File: src/rtl/cext_csr_slice.sv
module cext_csr_slice #(
  parameter int          XLEN     = 32,
  parameter logic [11:0] ISA_ADDR = 12'h301,
  parameter logic [11:0] EPC_ADDR = 12'h341,
  parameter int          CBIT     = 2
) (
  input  logic            clk,
  input  logic            rst_n,
  input  logic            csr_valid,
  input  logic [1:0]      csr_op,
  input  logic [11:0]     csr_addr,
  input  logic [XLEN-1:0] csr_wdata,
  input  logic [XLEN-1:0] next_fetch_pc,
  output logic [XLEN-1:0] csr_rdata,
  output logic [XLEN-1:0] ret_target,
  output logic            half_align_ok
);
  localparam logic [1:0] OP_WR = 2'd1, OP_SET = 2'd2, OP_CLR = 2'd3;
  localparam logic [XLEN-1:0] HALF_MASK = XLEN'(2);

  logic            c_en;
  logic [XLEN-1:0] epc;
  logic            c_next, c_req;
  logic [XLEN-1:0] epc_next, epc_eff;
  logic            hit_isa, hit_epc;

  wire unused_pc = ^{next_fetch_pc[XLEN-1:2], next_fetch_pc[0]};

  assign hit_isa = csr_valid && (csr_addr == ISA_ADDR);
  assign hit_epc = csr_valid && (csr_addr == EPC_ADDR);

  always_comb begin
    case (csr_op)
      OP_WR:   c_req = csr_wdata[CBIT];
      OP_SET:  c_req = c_en | csr_wdata[CBIT];
      OP_CLR:  c_req = c_en & ~csr_wdata[CBIT];
      default: c_req = c_en;
    endcase
    c_next = (!c_req && next_fetch_pc[1]) ? c_en : c_req;
  end

  always_comb begin
    case (csr_op)
      OP_WR:   epc_next = csr_wdata;
      OP_SET:  epc_next = epc | csr_wdata;
      OP_CLR:  epc_next = epc & ~csr_wdata;
      default: epc_next = epc;
    endcase
    epc_next[0] = 1'b0;
  end

  always_ff @(posedge clk) begin
    if (!rst_n) begin
      c_en <= 1'b1;
      epc  <= '0;
    end else begin
      if (hit_isa) c_en <= c_next;
      if (hit_epc) epc  <= epc_next;
    end
  end

  assign epc_eff       = c_en ? epc : (epc & ~HALF_MASK);
  assign ret_target    = epc_eff;
  assign half_align_ok = c_en;

  always_comb begin
    csr_rdata = '0;
    if (hit_isa)      csr_rdata[CBIT] = c_en;
    else if (hit_epc) csr_rdata = epc_eff;
  end
endmodule


File: config.mk
export PLATFORM = sky130hd
export DESIGN_NAME = cext_csr_slice
export DESIGN_NICKNAME = d
export VERILOG_FILES = /design/src/rtl/cext_csr_slice.sv
export SDC_FILE = /design/constraint.sdc
export NUM_CORES = 1
export LEC_CHECK = 0
export CAP_MARGIN = 20
export CORE_MARGIN = 1
export CORE_UTILIZATION = 35
export CTS_BUF_LIST = sky130_fd_sc_hd__clkbuf_4 sky130_fd_sc_hd__clkbuf_8
export DETAILED_ROUTE_END_ITERATION = 7
export PLACE_DENSITY_LB_ADDON = 0.3
export SETUP_SLACK_MARGIN = 0.5
export SLEW_MARGIN = 5
export SYNTH_ARGS = -nofsm -noshare
export SYNTH_HDL_FRONTEND = slang
export SYNTH_SLANG_ARGS = --single-unit
File: constraint.sdc
create_clock -name clk -period 3.56 [get_ports clk]
set_input_delay 0.89 -clock clk [delete_from_list [all_inputs] [get_ports clk]]
set_output_delay 0.89 -clock clk [all_outputs]
set_load 0.05 [all_outputs]
## After elaboration in Yosys (flattened, before gate mapping)

Index checks and enable logic that the tools add are counted.

- Bits in registers: 32
- Bits of input ports: 81
- Output and inout bits: 65
- Logic and storage cells: 28

- Eq/ne operators: 5
- Multiplexer cells: 7
- Bitwise operators: 7
- Reductions and logical operators: 7

Operators by type and width:

| kind | number |
|---|---|
| case mux 32 bit (3 select lines) | 1 |
| bitwise AND 32 bit | 1 |
| two-way mux 32 bit | 1 |
| inverter 32 bit | 1 |
| bitwise OR 32 bit | 1 |
| two-way mux 29 bit | 1 |
| equality test 12 x 10 -> 1 bit, second input constant | 2 |
| equality test 2 bit, second input constant | 2 |
| two-way mux 2 bit | 2 |
| AND reduction 2 bit | 2 |
| logical AND 1 bit | 3 |
| case mux 1 bit (3 select lines) | 1 |
| nonzero test 3 bit | 1 |
| equality test 2 x 1 -> 1 bit, second input constant | 1 |
| inverter 1 bit | 2 |
| bitwise AND 1 bit | 1 |
| zero test 1 bit | 1 |
| two-way mux 1 bit | 1 |
| bitwise OR 1 bit | 1 |

## Logic depth before layout (Yosys ltp)

- Depth after elaboration: 7
- Mapped depth: 6

## Least setup slack after synthesis

Ideal clock, no wire load.

- Path type: input port to output port
- From: input port csr_addr[5]
- To: output port csr_rdata[2]
- Arrival time: 3170 ps
- Required time: 2670 ps
- Slack: -500 ps
- Cell stages on the path: 4
- Path buffers: 0
- Cells stage by stage: or4b_4 -> or2_0 -> or3_1 -> o21ai_0

- Word-level cells in the longest chain between the ends: 4

Ends and longest elaborated chain:

| element | RTL line | text |
|---|---|---|
| start, declared | 11 | `input logic [11:0] csr_addr,` |
| equality test 12 x 10 -> 1 bit | 30 | `assign hit_epc = csr_valid && (csr_addr == EPC_ADDR);` |
| logical AND 1 bit | 30 |  |
| two-way mux 32 bit | 69 | `else if (hit_epc) csr_rdata = epc_eff;` |
| two-way mux 1 bit * | 68 | `if (hit_isa) csr_rdata[CBIT] = c_en;` |
| end, declared | 14 | `output logic [XLEN-1:0] csr_rdata,` |

Mark *: on every way between the ends. The rest lies on a longest branch, timed or not.

## Worst setup path in the final report

- From: input port csr_addr[7]
- To: output port csr_rdata[2]

Same word-level chain as after synthesis.

==> impl_metrics.yaml <==
power:
  combPwrFrac: 0.125
  p_sw_frac: 0.2213
  leakage_nw: 1.376
  p_per_area_mw_per_mm2: 231.8
  internal_power_mw: 0.6291
  peakVddDrop_mv: 0.2515
  p_sw_mw: 0.1788
  pwr-share-seq: 0.443
  p_clk_frac: 0.432
clock_network:
  root_buffer: "clkbuf_8"
  tritoncts: "yes"
  cts_max_level: 2
  clkSinkCount: 32
  clkTransAtPathRegs_ps: 70
  cts_buffer_depth: 2
  clock_latency_ps: 270
  cts_buffers: 5
logic_synthesis:
  netlist.area_leader.share: 0.3384
  post-synth-top-count-cell: "buf_4"
  synth_seq_cells: 32
  synth_warnings: 0
  netlist_instances: 210
  ys.flop_type: "dfxtp_1"
  synth_edf_count: 0
  synth_area_leaders: "dfxtp_1 34%, buf_4 13%, a22o_1 11%, and2_1 10%, o21ai_1 5.6%"
  synthesis.area_mm2: 0.001893
  synthTopCellsByCount: "34 x buf_4, 32 x dfxtp_1, 31 x and2_1, 24 x a22o_1, 21 x o21ai_1"
  async_flop_share: 0
  ys_types: 30
  synth.avg_cell_area_um2: 9.015
  yosysSeqAreaShare: 0.3384
  yosysTopAreaCell: "dfxtp_1"
critical_path:
  worst-path-buf-inv: 2
  path_cells: "buf_6, or4b_4, or2_4, or3_4, o21ai_4, buf_12"
  reg2reg_slack_ps: 2670
  cp.arrival_ps: 2490
  cp-end-kind: "output pin"
  worstPathMaxFanout: 2
  start_kind: "input port"
  slowest_delay_ps: 530
  cp_data_required_time_ps: 2670
  cp_top_family: "simple AND/OR/NAND/NOR gates"
  reg2reg_from: "epc[9]"
  slowest_stage: "or4b_4"
  regToRegEndpoint: "epc[9]"
  worstSetupPathType: "in2out"
  ff2ff_path_depth: 3
cells_and_area:
  nNetsFinal: 384
  diodes: 0
  fin_area_mm2: 0.003486
  stdcell_count: 374
  areaGrowthSynthToFinish_pct: 84.14
  post-route-util: 0.6739
  layout-drive-gt1-share: 0.3487
die:
  rows: 26
  initial_utilization: 0.3660
  die_h_um: 75.55
  core_region_area_mm2: 0.005172
  dieArea_mm2: 0.005707
  die_w_um: 75.55
  pin_count: 146
drt:
  drt-initial-drc-count: 107
  vias: 1903
  remaining_drc_errors: 0
  firstDrtPassIters: 4
  wl_per_cell_um: 15.25
  viasPerCell: 5.088
  wirelength_mm: 5.703
  ant_nets: 0
grt:
  antenna_found_initial: 0
  grt_pass1_wl_mm: 8.549
  grt_pass1_vias: 1779
  overflow: 0
  grt_start_max_net_pins: 25
  grt.total_usage: 0.1994
place:
  dpl.cell_count: 357
  place_area_mm2: 0.003263
  hpwl_mm: 3.999
  port_buffers: 111
  place_congestion: 0.7811
timing:
  clock.fmax_ghz: 0.2961
  final-setup-viol-count: 0
  finalSetupTns_ps: 0
  post-route-period-util: 0.9487
  holdWs_ps: 487.1
  finalMaxSlewViolations: 0
  grt_setup_unrepaired: "yes"
  clock-skew-final_ps: 0
  slew_headroom: 0.6226
  hold_viol: 0
  fin_crit_ps: 3377
  worst_pin_slew_ps: 565.0
run:
  maxCapViolCount: 0
worst_hold_path:
  min_delay_path_depth: 1
  min_from: "epc[1]"
  hold_path.class: "reg2reg"
  holdPathEnd: "epc[1]"
status:
  outcome: "complete, no violations"
[how the worst max path moves through the flow]
| stage | start | to | slack [ps] | cells past startpoint |
|---|---|---|---|---|
| finish | csr_addr[7] | csr_rdata[2] | 180 | 6 |
| global route | csr_addr[7] | csr_rdata[2] | 160 | 6 |
| CTS | csr_addr[7] | csr_rdata[2] | 180 | 6 |
| detailed placement | csr_addr[5] | csr_rdata[2] | -150 | 6 |
| global placement | csr_addr[5] | csr_rdata[2] | -140 | 6 |
| floorplan | csr_addr[5] | csr_rdata[2] | 220 | 4 |
[area by class of cell]
class / instances / area (um2)
sequential: 32 / 640.6
timing repair buffer: 130 / 1589
clock inverter: 2 / 35.03
fill: 382 / 1687
tap: 70 / 87.58
multi-input combinational: 130 / 1042
clock buffer: 6 / 76.32
inverter: 4 / 15.01
[routing by layer]
layer  vias up  global-route usage  wire, um  share of wire
li1        921                   -         -              -
met1       905              0.2399      2449           0.43
met2        73              0.3512      2845           0.50
met3         4             0.04894       359          0.063
met4         0             0.05967        50         0.0088
met5         -                   0         0              0
[sequential cells by signal, indices dropped and copies added, names as in the netlist]
signal,flops
epc,31
half_align_ok,1
[cells by family (layout without fill, tap and decap cells)]
logic type / after synthesis / count (layout) / share of synthesized area
buffers and inverters: 49 / 142 / 0.1751
AOI/OAI and AO/OA: 74 / 74 / 0.2769
DFF: 32 / 32 / 0.3384
other: 1 / 2 / 0.001981
xor gates and xnor gates: 1 / 1 / 0.004627
and+or+nand+nor: 53 / 53 / 0.2029
[metrics by stage]
stage / total power [mW] / worst slack, ps
2_1_floorplan: 0.4027 / 224.2
3_3_place_gp: 0.4659 / -137.6
3_5_place_dp: 0.4687 / -153.4
4_1_cts: 0.8142 / 177.7
5_1_grt: 0.8382 / 155.8
6_report: 0.8079 / 182.5
[what timing repair did]
item                                    in CTS  in global routing
setup buffers                                6                  1
hold buffers                                 0                  0
hold endpoints to repair                     0                  0
gates cloned                                 2                  0
resized for setup                           37                  4
pin swaps                                    7                  1
endpoints found under the setup margin      31                 31
[cell usage in the layout, fill, tap and decap left out, types with 7 or more instances in the layout]
master and n:
clkdlybuf4s50_1 68, dfxtp_1 32, buf_12 32, and2_4 30, a22o_1 24, o21ai_1 21, buf_4 13, a32oi_1 7
nor3b_1 7, a31oi_1 7, a21oi_1 7
[power groups by stage]
stage	registers, mW	clock network, mW	logic [mW]
2_1_floorplan	0.366	0	0.0366
3_3_place_gp	0.366	0	0.0999
3_5_place_dp	0.366	0	0.103
4_1_cts	0.358	0.355	0.101
5_1_grt	0.358	0.371	0.110
6_report	0.358	0.349	0.101
(Power assumes the default switching activity.)
